### src/rtl/ncc_pkg.sv
package ncc_pkg;

  typedef enum logic [2:0] {
    OP_LOAD  = 3'd0,
    OP_STORE = 3'd1,
    OP_DROP  = 3'd2,
    OP_CLEAN = 3'd3,
    OP_FLUSH = 3'd4
  } cmd_e;

  typedef enum logic [2:0] {
    S_IDLE,
    S_LOOK,
    S_EVICT,
    S_FILL,
    S_UNC
  } st_e;

  function automatic logic in_window(input logic [31:0] a,
                                     input logic [31:0] lo,
                                     input logic [31:0] hi);
    return (a >= lo) && (a <= hi);
  endfunction

endpackage

### src/rtl/ncc_line_store.sv
module ncc_line_store #(
  parameter int SETS   = 8,
  parameter int WPL    = 4,
  parameter int TAG_W  = 5,
  parameter int DATA_W = 32,
  localparam int IDX_W = $clog2(SETS),
  localparam int OFF_W = $clog2(WPL)
) (
  input  logic              clk,
  input  logic              rst_n,
  input  logic [IDX_W-1:0]  idx,
  input  logic [OFF_W-1:0]  word,
  output logic              rd_valid,
  output logic              rd_dirty,
  output logic [TAG_W-1:0]  rd_tag,
  output logic [DATA_W-1:0] rd_data,
  input  logic              wr_en,
  input  logic [DATA_W-1:0] wr_data,
  input  logic              set_line,
  input  logic [TAG_W-1:0]  set_tag,
  input  logic              set_dirty,
  input  logic              clr_dirty,
  input  logic              clr_valid
);

  logic [SETS-1:0]   valid_q;
  logic [SETS-1:0]   dirty_q;
  logic [TAG_W-1:0]  tag_q  [SETS];
  logic [DATA_W-1:0] data_q [SETS][WPL];

  assign rd_valid = valid_q[idx];
  assign rd_dirty = dirty_q[idx];
  assign rd_tag   = tag_q[idx];
  assign rd_data  = data_q[idx][word];

  always_ff @(posedge clk) begin
    if (!rst_n) begin
      valid_q <= '0;
      dirty_q <= '0;
    end else begin
      if (set_line) begin
        valid_q[idx] <= 1'b1;
        dirty_q[idx] <= 1'b0;
      end
      if (set_dirty) dirty_q[idx] <= 1'b1;
      if (clr_dirty) dirty_q[idx] <= 1'b0;
      if (clr_valid) valid_q[idx] <= 1'b0;
    end
  end

  generate
    for (genvar s = 0; s < SETS; s++) begin : g_set
      always_ff @(posedge clk) begin
        if (!rst_n) tag_q[s] <= '0;
        else if (set_line && idx == IDX_W'(s)) tag_q[s] <= set_tag;
      end
      for (genvar w = 0; w < WPL; w++) begin : g_word
        always_ff @(posedge clk) begin
          if (wr_en && idx == IDX_W'(s) && word == OFF_W'(w))
            data_q[s][w] <= wr_data;
        end
      end
    end
  endgenerate

endmodule

### src/rtl/ncc_ctrl.sv
module ncc_ctrl
  import ncc_pkg::*;
#(
  parameter int ADDR_W = 12,
  parameter int DATA_W = 32,
  parameter int SETS   = 8,
  parameter int WPL    = 4,
  parameter int unsigned NC_LO = 32'hC00,
  parameter int unsigned NC_HI = 32'hFFF,
  localparam int IDX_W = $clog2(SETS),
  localparam int OFF_W = $clog2(WPL),
  localparam int WA_W  = ADDR_W - 2,
  localparam int TAG_W = WA_W - IDX_W - OFF_W
) (
  input  logic              clk,
  input  logic              rst_n,
  input  logic              req_valid,
  output logic              req_ready,
  input  logic [2:0]        req_op,
  input  logic [ADDR_W-1:0] req_addr,
  input  logic [DATA_W-1:0] req_wdata,
  output logic              resp_valid,
  output logic [DATA_W-1:0] resp_rdata,
  output logic              mem_req,
  output logic              mem_we,
  output logic [WA_W-1:0]   mem_addr,
  output logic [DATA_W-1:0] mem_wdata,
  input  logic              mem_ack,
  input  logic [DATA_W-1:0] mem_rdata,
  output logic [IDX_W-1:0]  st_idx,
  output logic [OFF_W-1:0]  st_word,
  input  logic              rd_valid,
  input  logic              rd_dirty,
  input  logic [TAG_W-1:0]  rd_tag,
  input  logic [DATA_W-1:0] rd_data,
  output logic              wr_en,
  output logic [DATA_W-1:0] wr_data,
  output logic              set_line,
  output logic [TAG_W-1:0]  set_tag,
  output logic              set_dirty,
  output logic              clr_dirty,
  output logic              clr_valid
);

  function automatic logic [IDX_W-1:0] f_index(input logic [ADDR_W-1:0] a);
    return a[2+OFF_W +: IDX_W];
  endfunction

  function automatic logic [TAG_W-1:0] f_tag(input logic [ADDR_W-1:0] a);
    return a[ADDR_W-1 -: TAG_W];
  endfunction

  function automatic logic [OFF_W-1:0] f_off(input logic [ADDR_W-1:0] a);
    return a[2 +: OFF_W];
  endfunction

  function automatic logic [WA_W-1:0] f_line_word(input logic [TAG_W-1:0] t,
                                                  input logic [IDX_W-1:0] i,
                                                  input logic [OFF_W-1:0] w);
    return {t, i, w};
  endfunction

  st_e               st_q, st_d;
  cmd_e              op_q;
  logic [ADDR_W-1:0] addr_q;
  logic [DATA_W-1:0] wdata_q;
  logic [OFF_W-1:0]  cnt_q, cnt_d;
  logic              resp_d;
  logic [DATA_W-1:0] rdata_d;

  logic [IDX_W-1:0]  idx_w;
  logic [TAG_W-1:0]  tag_w;
  logic [OFF_W-1:0]  off_w;
  logic              nc_w, hit_w, look_w, access_w, last_w;
  logic              evict_last, fill_last, wb_finish;

  assign idx_w    = f_index(addr_q);
  assign tag_w    = f_tag(addr_q);
  assign off_w    = f_off(addr_q);
  assign nc_w     = in_window(32'(addr_q), NC_LO, NC_HI);
  assign hit_w    = rd_valid && (rd_tag == tag_w);
  assign look_w   = (st_q == S_LOOK);
  assign access_w = (op_q == OP_LOAD) || (op_q == OP_STORE);
  assign last_w   = (cnt_q == OFF_W'(WPL - 1));
  assign evict_last = (st_q == S_EVICT) && mem_ack && last_w;
  assign fill_last  = (st_q == S_FILL) && mem_ack && last_w;
  assign wb_finish  = evict_last && !access_w;

  assign st_idx  = idx_w;
  assign set_tag = tag_w;

  always_comb begin
    st_d      = st_q;
    cnt_d     = cnt_q;
    resp_d    = 1'b0;
    rdata_d   = resp_rdata;
    req_ready = (st_q == S_IDLE);
    mem_req   = 1'b0;
    mem_we    = 1'b0;
    mem_addr  = f_line_word(tag_w, idx_w, cnt_q);
    mem_wdata = rd_data;
    st_word   = off_w;
    wr_en     = 1'b0;
    wr_data   = wdata_q;
    set_line  = 1'b0;
    set_dirty = 1'b0;
    clr_dirty = 1'b0;
    clr_valid = 1'b0;
    unique case (st_q)
      S_IDLE: begin
        if (req_valid) st_d = S_LOOK;
      end
      S_LOOK: begin
        cnt_d = '0;
        if (nc_w && access_w) begin
          st_d = S_UNC;
        end else begin
          unique case (op_q)
            OP_LOAD, OP_STORE: begin
              if (hit_w) begin
                resp_d  = 1'b1;
                rdata_d = rd_data;
                st_d    = S_IDLE;
                if (op_q == OP_STORE) begin
                  wr_en     = 1'b1;
                  set_dirty = 1'b1;
                end
              end else if (rd_valid && rd_dirty) begin
                st_d = S_EVICT;
              end else begin
                st_d = S_FILL;
              end
            end
            OP_CLEAN, OP_FLUSH: begin
              if (hit_w && rd_dirty) begin
                st_d = S_EVICT;
              end else begin
                clr_valid = hit_w && (op_q == OP_FLUSH);
                resp_d    = 1'b1;
                st_d      = S_IDLE;
              end
            end
            default: begin
              clr_valid = hit_w && (op_q == OP_DROP);
              resp_d    = 1'b1;
              st_d      = S_IDLE;
            end
          endcase
        end
      end
      S_EVICT: begin
        st_word  = cnt_q;
        mem_req  = 1'b1;
        mem_we   = 1'b1;
        mem_addr = f_line_word(rd_tag, idx_w, cnt_q);
        if (mem_ack) begin
          cnt_d = cnt_q + 1'b1;
          if (last_w) begin
            if (access_w) begin
              st_d = S_FILL;
            end else begin
              clr_dirty = 1'b1;
              clr_valid = (op_q == OP_FLUSH);
              resp_d    = 1'b1;
              st_d      = S_IDLE;
            end
          end
        end
      end
      S_FILL: begin
        st_word = cnt_q;
        mem_req = 1'b1;
        if (mem_ack) begin
          wr_en   = 1'b1;
          wr_data = mem_rdata;
          cnt_d   = cnt_q + 1'b1;
          if (last_w) begin
            set_line = 1'b1;
            st_d     = S_LOOK;
          end
        end
      end
      S_UNC: begin
        mem_req   = 1'b1;
        mem_we    = (op_q == OP_STORE);
        mem_addr  = addr_q[ADDR_W-1:2];
        mem_wdata = wdata_q;
        if (mem_ack) begin
          resp_d  = 1'b1;
          rdata_d = mem_rdata;
          st_d    = S_IDLE;
        end
      end
      default: st_d = S_IDLE;
    endcase
  end

  always_ff @(posedge clk) begin
    if (!rst_n) begin
      st_q       <= S_IDLE;
      op_q       <= OP_LOAD;
      addr_q     <= '0;
      wdata_q    <= '0;
      cnt_q      <= '0;
      resp_valid <= 1'b0;
      resp_rdata <= '0;
    end else begin
      st_q       <= st_d;
      cnt_q      <= cnt_d;
      resp_valid <= resp_d;
      resp_rdata <= rdata_d;
      if (req_valid && req_ready) begin
        op_q    <= cmd_e'(req_op);
        addr_q  <= req_addr;
        wdata_q <= req_wdata;
      end
    end
  end

  assert_hit_quiet_R2: assert property (@(posedge clk) disable iff (!rst_n)
    (look_w && hit_w && access_w && !nc_w) |=> (resp_valid && !mem_req));

  assert_fill_order_R3: assert property (@(posedge clk) disable iff (!rst_n)
    ((st_q == S_FILL) && mem_ack && !fill_last) |=>
      (mem_addr == WA_W'($past(mem_addr) + 1'b1)));

  assert_drop_clears_R6: assert property (@(posedge clk) disable iff (!rst_n)
    (look_w && (op_q == OP_DROP) && hit_w) |=> (!rd_valid && !mem_req));

  assert_clean_done_R7: assert property (@(posedge clk) disable iff (!rst_n)
    wb_finish |=> !rd_dirty);

  assert_flush_done_R8: assert property (@(posedge clk) disable iff (!rst_n)
    (wb_finish && (op_q == OP_FLUSH)) |=> !rd_valid);

  assert_no_alloc_R9: assert property (@(posedge clk) disable iff (!rst_n)
    set_line |-> !nc_w);

  assert_resp_pulse_R11: assert property (@(posedge clk) disable iff (!rst_n)
    resp_valid |=> !resp_valid);

  assert_busy_low_R11: assert property (@(posedge clk) disable iff (!rst_n)
    (req_valid && req_ready) |=> !req_ready);

endmodule

### src/rtl/ncc_cache.sv
module ncc_cache #(
  parameter int ADDR_W = 12,
  parameter int DATA_W = 32,
  parameter int SETS   = 8,
  parameter int WPL    = 4,
  parameter int unsigned NC_LO = 32'hC00,
  parameter int unsigned NC_HI = 32'hFFF,
  localparam int IDX_W = $clog2(SETS),
  localparam int OFF_W = $clog2(WPL),
  localparam int WA_W  = ADDR_W - 2,
  localparam int TAG_W = WA_W - IDX_W - OFF_W
) (
  input  logic              clk,
  input  logic              rst_n,
  input  logic              req_valid,
  output logic              req_ready,
  input  logic [2:0]        req_op,
  input  logic [ADDR_W-1:0] req_addr,
  input  logic [DATA_W-1:0] req_wdata,
  output logic              resp_valid,
  output logic [DATA_W-1:0] resp_rdata,
  output logic              mem_req,
  output logic              mem_we,
  output logic [WA_W-1:0]   mem_addr,
  output logic [DATA_W-1:0] mem_wdata,
  input  logic              mem_ack,
  input  logic [DATA_W-1:0] mem_rdata
);

  logic [IDX_W-1:0]  st_idx;
  logic [OFF_W-1:0]  st_word;
  logic              rd_valid, rd_dirty;
  logic [TAG_W-1:0]  rd_tag, set_tag;
  logic [DATA_W-1:0] rd_data, wr_data;
  logic              wr_en, set_line, set_dirty, clr_dirty, clr_valid;

  ncc_ctrl #(
    .ADDR_W(ADDR_W), .DATA_W(DATA_W), .SETS(SETS), .WPL(WPL),
    .NC_LO(NC_LO), .NC_HI(NC_HI)
  ) u_ctrl (
    .clk(clk), .rst_n(rst_n),
    .req_valid(req_valid), .req_ready(req_ready), .req_op(req_op),
    .req_addr(req_addr), .req_wdata(req_wdata),
    .resp_valid(resp_valid), .resp_rdata(resp_rdata),
    .mem_req(mem_req), .mem_we(mem_we), .mem_addr(mem_addr),
    .mem_wdata(mem_wdata), .mem_ack(mem_ack), .mem_rdata(mem_rdata),
    .st_idx(st_idx), .st_word(st_word),
    .rd_valid(rd_valid), .rd_dirty(rd_dirty), .rd_tag(rd_tag), .rd_data(rd_data),
    .wr_en(wr_en), .wr_data(wr_data), .set_line(set_line), .set_tag(set_tag),
    .set_dirty(set_dirty), .clr_dirty(clr_dirty), .clr_valid(clr_valid)
  );

  ncc_line_store #(
    .SETS(SETS), .WPL(WPL), .TAG_W(TAG_W), .DATA_W(DATA_W)
  ) u_store (
    .clk(clk), .rst_n(rst_n),
    .idx(st_idx), .word(st_word),
    .rd_valid(rd_valid), .rd_dirty(rd_dirty), .rd_tag(rd_tag), .rd_data(rd_data),
    .wr_en(wr_en), .wr_data(wr_data), .set_line(set_line), .set_tag(set_tag),
    .set_dirty(set_dirty), .clr_dirty(clr_dirty), .clr_valid(clr_valid)
  );

endmodule

### config.mk
export PLATFORM = sky130hd
export DESIGN_NAME = ncc_cache
export DESIGN_NICKNAME = d
export VERILOG_FILES = /design/src/rtl/ncc_pkg.sv /design/src/rtl/ncc_line_store.sv /design/src/rtl/ncc_ctrl.sv /design/src/rtl/ncc_cache.sv
export SDC_FILE = /design/constraint.sdc
export NUM_CORES = 1
export LEC_CHECK = 0
export ABC_CLOCK_PERIOD_IN_PS = 6600
export BUFFER_PORTS_ARGS = -buffer_cell sky130_fd_sc_hd__buf_4
export CORE_MARGIN = 2
export CORE_UTILIZATION = 35
export CTS_BUF_LIST = sky130_fd_sc_hd__clkbuf_8
export DETAILED_ROUTE_END_ITERATION = 10
export GPL_ROUTABILITY_DRIVEN = 0
export SLEW_MARGIN = 20
export SYNTH_ARGS = -nofsm -noshare
export SYNTH_HDL_FRONTEND = slang
export SYNTH_SLANG_ARGS = --single-unit
### constraint.sdc
create_clock -name clk -period 6.6 [get_ports clk]
set_input_delay 1.65 -clock clk [delete_from_list [all_inputs] [get_ports clk]]
set_output_delay 1.65 -clock clk [all_outputs]
set_load 0.01 [all_outputs]
# Word-level counts from Yosys, hierarchy flattened
# Memories as Yosys holds them, arrays and structs flattened. A register that Yosys moved wholly into a read port is not among the register bits.
# Index checks and enable logic that the tools add are counted.
[totals]
ff_bits = 101
ram_bits = 1064
output_inout_bits = 78
memories = 2
[op_classes]
addsub = 1
magnitude_cmp = 4
n_eq_ne = 30
mux = 192
bitwise = 15
reduce_logical = 77
[mem_list]
columns = ["name", "words", "width", "rd", "rd_clocked_by_memory_dff", "write_ports", "line_no", "text"]
rows = [
  ["u_store.data_q", 8, 128, 1, 1, 1, "ncc_line_store.sv:29", "logic [DATA_W-1:0] data_q [SETS][WPL];"],
  ["u_store.tag_q", 8, 5, 1, 1, 8, "ncc_line_store.sv:28", "logic [TAG_W-1:0] tag_q [SETS];"],
]
[op_table]
columns = ["cell", "n"]
rows = [
  ["two-way mux 128 bit", 7],
  ["OR reduction 128 bit", 7],
  ["two-way mux 32 bit", 9],
  ["two-way mux 1 bit", 115],
  ["binary-select mux 32 bit (select 2 bit)", 1],
  ["two-way mux 8 bit", 8],
  ["one-hot mux 32 bit (2 select lines)", 1],
  ["two-way mux 3 bit", 19],
  ["logical AND 1 bit", 56],
  ["two-way mux 5 bit", 8],
  ["two-way mux 4 bit", 7],
  ["bitwise AND 8 bit", 3],
  ["one-hot mux 10 bit (2 select lines)", 1],
  ["== test 3 x 2 -> 1 bit (second input constant)", 6],
  ["== test 3 bit (second input constant)", 6],
  ["bitwise OR 8 bit", 2],
  ["one-hot mux 3 bit (5 select lines)", 1],
  ["greater-or-equal comparator 12 bit (second input constant)", 1],
  ["!= test 2 bit (second input constant)", 6],
  ["one-hot mux 1 bit (2 select lines)", 5],
  ["== test 3 x 1 -> 1 bit (second input constant)", 3],
  ["logical NOT 3 bit", 3],
  ["two-way mux 2 bit", 4],
  ["!= test 2 x 1 -> 1 bit (second input constant)", 4],
  ["23 further kinds", 36],
]

# Logic depth before layout (Yosys ltp)
# Gate-level depths: netlist of run 1.
[depth]
ltp_word = 19
depth_mapped = 10
ltp_nobuf = 7

# Hierarchy
# A second synthesis of run 1 with hierarchy kept.
[hier_totals]
hier_cells = 2911
area_unflattened_um2 = 46877.5
[modules_own_cells]
columns = ["mod", "n_inst", "cells_per_inst", "area_each_um2", "seq_area_each_um2"]
rows = [
  ["ncc_line_store", 1, 2251, 42339.4, 32271.0],
  ["ncc_ctrl", 1, 660, 4538.1, 1661.6],
]

# Worst setup path after synthesis of run 1
# No wires, ideal clock.
[synth_timing]
kind = "input-to-reg"
startpoint = "input port mem_ack"
endpoint = "memory u_store.data_q[0][100] (netlist name), enable pin"
setup_ns = 0.461
arrival_ns = 4.453
required_ns = 6.139
path_slack_ns = 1.686
stages = 4
path_buffers = 1
path_cell_list = "nand3_1 a21boi_1 buf_2 nor3_1"
[synth_between]
elab_chain_cells = 14
elab_cells_between_ends = 118
classes_between = "mux: 74; reduce/logical: 44"
[synth_rtl]
columns = ["item", "line_no", "text"]
rows = [
  ["start, declared", "ncc_cache.sv:26", "input logic mem_ack,"],
  ["two-way mux 1 bit *", "ncc_ctrl.sv:173", "if (mem_ack) begin"],
  ["one-hot mux 1 bit (2 select lines) *", "ncc_ctrl.sv:109", "unique case (st_q)"],
  ["logical AND 1 bit (2 in a row)", "ncc_line_store.sv:59", "if (wr_en && idx == IDX_W'(s) && word == OFF_W'(w))"],
  ["two-way mux 1 bit", "ncc_line_store.sv:59", ""],
  ["two-way mux 1 bit (not written as such)", "ncc_line_store.sv:60", "data_q[s][w] <= wr_data;"],
  ["OR reduction 128 bit (no source line)", "-", ""],
  ["two-way mux 3 bit (no source line) or two-way mux 4 bit (tied branches) (7 in a row)", "-", ""],
  ["end, declared", "ncc_line_store.sv:29", ""],
]
# Mark *: on every way between the ends. The rest lies on a longest branch, timed or not.

# Worst setup path after layout of run 1
[layout_timing]
startpoint = "register u_ctrl.st_q[1]"
endpoint = "output port mem_wdata[31]"
[layout_between]
elab_chain_cells = 8
elab_cells_between_ends = 10
classes_between = "eq/ne: 3; mux: 5; bitwise: 1; reduce/logical: 1"
[layout_rtl]
columns = ["item", "line_no", "text"]
rows = [
  ["start, declared", "ncc_ctrl.sv:63", "st_e st_q, st_d;"],
  ["start signal, assigned", "ncc_ctrl.sv:208", "st_q <= st_d;"],
  ["== test 3 x 2 -> 1 bit (on tied branches)", "-", ""],
  ["OR reduction 2 bit (no source line)", "-", ""],
  ["two-way mux 2 bit", "ncc_ctrl.sv:109", ""],
  ["inverter 2 -> 3 bit (not written as such)", "ncc_line_store.sv:34", "assign rd_data = data_q[idx][word];"],
  ["binary-select mux 32 bit (select 2 bit)", "ncc_line_store.sv:34", ""],
  ["two-way mux 32 bit (not written as such) (2 in a row)", "ncc_line_store.sv:34", ""],
  ["two-way mux 32 bit *", "ncc_ctrl.sv:109", ""],
  ["end, declared", "ncc_cache.sv:25", "output logic [DATA_W-1:0] mem_wdata,"],
]
# Mark *: on every way between the ends. The rest lies on a longest branch, timed or not. The select of a mux whose other input is x is not followed.

==> results of run 1 <==
## area by class of cell
type	count	area share
flip-flops and latches	1166	0.6376
clock buffers	198	0.05110
multi-input cells	1320	0.2148
clock inverters	151	0.01607
inverters	2	0.0001642
diodes	1	0.00004693
well taps	1742	0.04087
repair buffers	255	0.03932
## power groups by stage
stage	clock [mW]	combinational, mW	sequential (mW)
finish	5.95	2.04	8.41
global route	6.42	2.22	8.42
CTS	6.10	2.08	8.41
detailed placement	0	2.07	8.57
global placement	0	2.06	8.56
floorplan	0	1.27	8.48
## stage by stage
step                hold WS [ns]  setup slack, ns  instance area, sq um  instances  power (mW)
floorplan                 0.4453            1.686                 45970       2664       9.749
global placement          0.4546            1.330                 49720       4484       10.62
detailed placement        0.4605            1.304                 49720       4484       10.64
CTS                       0.4706           0.3238                 53300       4833       16.59
global route              0.4873          0.07080                 53330       4835       17.05
finish                    0.4685           0.3561                 53330       4835       16.40
## final timing paths
path	to	start
setup / recovery	mem_wdata[31]	u_ctrl.st_q[1]
hold / removal	u_ctrl.wdata_q[5]	u_ctrl.wdata_q[5]
setup reg to reg	u_store.data_q[3][42]	flop
hold reg to reg	u_ctrl.wdata_q[5]	u_ctrl.wdata_q[5]
## sequential cells by signal (all words and copies together) (netlist names), named ones only
| name | count |
|---|---|
| u_ctrl.resp_rdata | 32 |
| u_store.dirty_q | 8 |
| u_ctrl.st_q | 3 |
| u_store.data_q | 1024 |
| u_ctrl.op_q | 3 |
| u_ctrl.resp_valid | 1 |
| u_store.valid_q | 8 |
| u_ctrl.cnt_q | 2 |
| u_ctrl.wdata_q | 32 |
| u_ctrl.addr_q | 10 |
| u_store.tag_q | 40 |
## layer usage
layer,vias up,share of wire
li1,11090,-
met1,13360,0.42
met2,990,0.49
met3,177,0.066
met4,0,0.021
met5,-,0
## cells by family (layout without fill, tap and decap cells)
kind of cell,after synthesis,count (layout)
adder cells (fa/ha/maj),1,1
AND/OR/NAND/NOR,673,673
flip-flops,1166,1166
multiplexers,315,315
buffers and inverters,178,606
AO/OA/AOI/OAI,331,331
other,0,1
## worst max-delay path, cell delays in order, from the launching register on
cell and delay, ns:
dfxtp_1 0.61, nor2b_1 0.72, nand2_1 0.19, and3_1 0.22, nand2b_2 0.35, buf_4 0.37, a21oi_1 0.07, nor4_1 0.86
nand2_1 0.12, buf_4 0.19
## synth_stat cells, types with 2 or more instances
cell      count  share of area
o21ai_0      62         0.0068
dfxtp_1     102          0.044
nor3_1       73         0.0079
nand2_1     453          0.037
a22oi_1       2        0.00033
nor2_1       19         0.0016
nand4b_1      3        0.00057
a21oi_1     193          0.021
clkbuf_1    128          0.010
and3_1       45         0.0061
buf_4         4        0.00065
o22ai_1       6        0.00082
mux4_2      257           0.13
a211oi_1     32         0.0052
buf_2        35         0.0038
mux2i_1      24         0.0052
buf_1         7        0.00057
o21ai_1       5        0.00054
edfxtp_1   1064           0.70
or3_1         4        0.00054
o31ai_1       4        0.00065
and2_0        2        0.00027
mux2_2       33         0.0081
nor3b_1       2        0.00033
nand3b_1      2        0.00033
and2_1        3        0.00041
a22o_1        8         0.0015
o221ai_1      8         0.0015
nor4_1       32         0.0044
a31o_2        2        0.00038
nand3_1      12         0.0013
nand2b_1      8         0.0011
inv_1         2        0.00016
nor2b_1       9         0.0012
or3b_2        2        0.00038
==> flow_summary.ini, run 1 <==
[run_status]
status = completed

[grt]
grtUsageTotal = 0.1828
grt_max_degree = 73
met1_usage = 0.2486
use_met3 = 0.03200
grt_overflow = 0
grt_pass1_vias = 25570
grt_pass1_wl_mm = 178.7
grt_use_met2 = 0.3011
antenna_found_initial = 4
top_usage_layer = met2

[sta]
slew_headroom = 0.2706
setup_viol = 0
drv_slew = 0
period_needed_ns = 6.244
grt_setup_unrepaired = no
fin_skew_ns = 0.02974
setup_tns_ns = 0
period_share = 0.9461
fmax_mhz = 160.2
tightest_slew_ns = 1.094
finalHoldViolCount = 0

[clock_tree]
ctsLongestPathBuffers = 3
cts_sinks = 1166
post-cts-setup-buffers = 0
numCtsBuffers = 190
cts_hold_buffers = 0
cts_tree = built
postCtsResizedCells = 0
htreeDepth = 4
cts_root_buf = clkbuf_8
clk_pin_slew_ns = 0.06
insertion_delay_ns = 0.89

[synth]
synthAdderAreaFrac = 0.0002722
yosysSeqAreaShare = 0.7395
syn-num-nets = 2748
ys.flop_type = edfxtp_1
synth_compound_area_frac = 0.04031
synthArstFlopShare = 0
synth_top_family_by_area = multiplexers
synthXorXnorAreaFrac = 0
muxShareOfSynthArea = 0.1395
synth_cells = 2664
synthSimpleGateAreaFrac = 0.06443
yosys_warnings = 0
ys_types = 52
synth-seq-cells = 1166
synth-edff-count = 1064
synth_area_per_cell_sq_um = 17.25
syn_area_sq_um = 45970

[routing]
viasPerCell = 5.298
drtIter0Drc = 2607
drc = 0
dr.pass1.iters = 5
ant_nets = 0
detail_route.wl_per_cell_um = 25.62
wirelength_mm = 123.9
vias = 25620

[critical_path]
end_kind = primary output
required_ns = 4.95
r2r_setup_slack_ns = 2.12
crit_path_start_kind = flop
reg2reg_depth = 10
crit_fanout = 16
critical_path_class = flop to primary output
crit_arrival_ns = 4.59

[hold_path]
hp-class = flop to flop
hold_depth = 2

[power]
p_seq_frac = 0.513
p_sw_mw = 4.288
pwr-share-clk = 0.363
swShare = 0.2615
pwr-share-comb = 0.124
power.density_nw_per_um2 = 307.5
p_leak_nw = 17.59
ir_worst_vdd_uv = 207.0
internal-power_mw = 12.11

[die]
die_h_um = 366.4
ios = 161
die_w_um = 366.4
coreArea_sq_um = 130000
rows = 132
start_util = 0.3536
die_area_sq_um = 134200

[finish]
multi_input_area_sq_um = 11460
regArea_sq_um = 34000
final_common_cell = edfxtp_1
n_fill_cell = 11700
mostFrequentLayoutCells = edfxtp_1 (1064), nand2_1 (448), mux4_2 (257)
final_core_util = 0.4103
fin_nets = 3019
syn_to_final_growth_pct = 16.01
drive_above_1_share = 0.2720

[placed_design]
hpwl_mm = 67.63
portBuffers = 158

[job]
cap_violations = 0
No activity file was read; power rests on OpenSTA's default activity.
==> run 2, diff against run 1 <==
--- a/config.mk
+++ b/config.mk
@@ -7,7 +7,7 @@
 export LEC_CHECK = 0
 export ABC_CLOCK_PERIOD_IN_PS = 6600
 export BUFFER_PORTS_ARGS = -buffer_cell sky130_fd_sc_hd__buf_4
-export CORE_MARGIN = 2
+export CORE_MARGIN = 3
 export CORE_UTILIZATION = 35
 export CTS_BUF_LIST = sky130_fd_sc_hd__clkbuf_8
 export DETAILED_ROUTE_END_ITERATION = 10
==> run 2 against run 1 <==
  * Wire length is 0.50% higher
  * Highest routed layer unchanged
  * Hold slack worse by 0.0022 ns
  * Core utilization is 0.14 points lower
  * Clock-buffer cell count is 5 lower
  * Clock power is 4.2% lower
  * Register-to-register slack worse by 0.04 ns
  * Critical path type unchanged
  * Sequential power hardly changed
  * Setup slack better by 0.16 ns
  * Via count hardly changed
  * Sequential cell count stayed put
  * Combinational power hardly changed
  * Non-clock buffer count is 6 higher
==> flow_summary.ini, run 2 (synthesized netlist as in run 1, its figures left out) <==
[sta]
slew_headroom = 0.3531
finalHoldViolCount = 0
setup_viol = 0
fmax_mhz = 164.4
setup_tns_ns = 0
tightest_slew_ns = 0.9704
fin_skew_ns = 0.04534
drv_slew = 0
period_share = 0.9217
period_needed_ns = 6.083
grt_setup_unrepaired = no

[finish]
regMostFlops = u_store.data_q
syn_to_final_growth_pct = 15.61
drive_above_1_share = 0.2702
fin_cells = 4822
mostFrequentLayoutCells = edfxtp_1 (1064), nand2_1 (448), mux4_2 (257)
largestRegisters = u_store.data_q x1024, u_store.tag_q x40
largest_register_ffs = 1024
multi_input_area_sq_um = 11460
final_common_cell = edfxtp_1
final_core_util = 0.4088
fin_nets = 3022
n_fill_cell = 11750
regArea_sq_um = 34000

[critical_path]
end_kind = primary output
crit_fanout = 19
crit_path_start_kind = flop
crit_arrival_ns = 4.43
required_ns = 4.95
critical_path_class = flop to primary output

[power]
p_leak_nw = 17.50
power_mw = 16.16
swShare = 0.2627
ir_worst_vdd_uv = 191.2
pwr-share-clk = 0.353
power.density_nw_per_um2 = 304.1
p_sw_mw = 4.246
internal-power_mw = 11.91
pwr-share-comb = 0.127
p_seq_frac = 0.520

[grt]
grtUsageTotal = 0.1810
grt_pass1_wl_mm = 178.0
grt_pass1_vias = 25290
grt_max_degree = 64
antenna_found_initial = 3
grt_overflow = 0

[die]
die_area_sq_um = 135700
ios = 161
coreArea_sq_um = 130000
rows = 132
die_h_um = 368.4
start_util = 0.3536
die_w_um = 368.4

[placed_design]
portBuffers = 158
place_inst = 4491
hpwl_mm = 67.51

[routing]
ant_nets = 0
drc = 0
vias = 25600
viasPerCell = 5.310
wl_met2_mm = 59.43
highest_layer = met4
wirelength_mm = 124.5
dr.pass1.iters = 7
detail_route.wl_per_cell_um = 25.82
drtIter0Drc = 2815
wl_met1_mm = 52.58
met3_length_mm = 9.818

[job]
cap_violations = 0

[clock_tree]
clk_pin_slew_ns = 0.06
cts_root_buf = clkbuf_8
htreeDepth = 4
ctsLongestPathBuffers = 3
numCtsBuffers = 187
cts_tree = built
insertion_delay_ns = 0.89
post-cts-setup-buffers = 0
cts_sinks = 1166

[run_status]
status = completed

[hold_path]
hp-class = flop to flop
run 2: power groups by stage:
stage / clock network (mW) / registers, mW / logic, mW
2_1_floorplan: 0 / 8.48 / 1.27
6_report: 5.70 / 8.41 / 2.05
3_3_place_gp: 0 / 8.57 / 2.06
4_1_cts: 5.84 / 8.41 / 2.08
3_5_place_dp: 0 / 8.57 / 2.07
5_1_grt: 6.18 / 8.42 / 2.22
run 2: critical path: stages (launching register included):
cell and delay, ns:
dfxtp_1 0.64, nor2b_2 0.52, nand2_1 0.15, and3_1 0.20
nand2b_2 0.51, buf_12 0.30, a21oi_1 0.08, nor4_1 0.80
nand2_1 0.15, buf_4 0.19
run 2: metal layers:
metal / GRT usage / up-vias
met1: 0.2516 / 13280
met2: 0.2897 / 1068
li1: - / 11080
met4: 0.05412 / 0
met3: 0.03506 / 175
met5: 0 / -
run 2: metrics by stage:
step	cell area (sq um)	setup WS, ns	hold WS [ns]
finish	53140	0.5170	0.4663
global route	53140	0.2475	0.4834
CTS	53130	0.1643	0.4701
detailed placement	49750	1.183	0.4600
global placement	49750	1.191	0.4535
floorplan	45970	1.686	0.4453
run 2: path summary, 6_finish.rpt:
check / end / slack (ns) / start / depth (start not counted)
worst max-delay path: mem_wdata[29] / 0.52 / u_ctrl.st_q[1] / 9
worst min-delay path: u_ctrl.wdata_q[19] / 0.47 / u_ctrl.wdata_q[19] / 2
worst max register to register: u_store.data_q[4][111] / 2.08 / flop / 10
worst min register to register: u_ctrl.wdata_q[19] / 0.47 / u_ctrl.wdata_q[19] / 2
run 2: cell type report:
| class | count | area share |
|---|---|---|
| Antenna cell | 1 | 0.00004709 |
| Clock buffer | 193 | 0.04999 |
| Clock inverter | 137 | 0.01363 |
| Inverter | 2 | 0.0001413 |
| Multi-Input combinational cell | 1320 | 0.2157 |
| Sequential cell | 1166 | 0.6398 |
| Tap cell | 1742 | 0.04102 |
| Timing Repair Buffer | 261 | 0.03970 |
run 2: what timing repair did:
item | in CTS | in global routing
endpoints found under the setup margin | 0 | 1
hold buffers | 0 | 0
resized for setup | 0 | 1
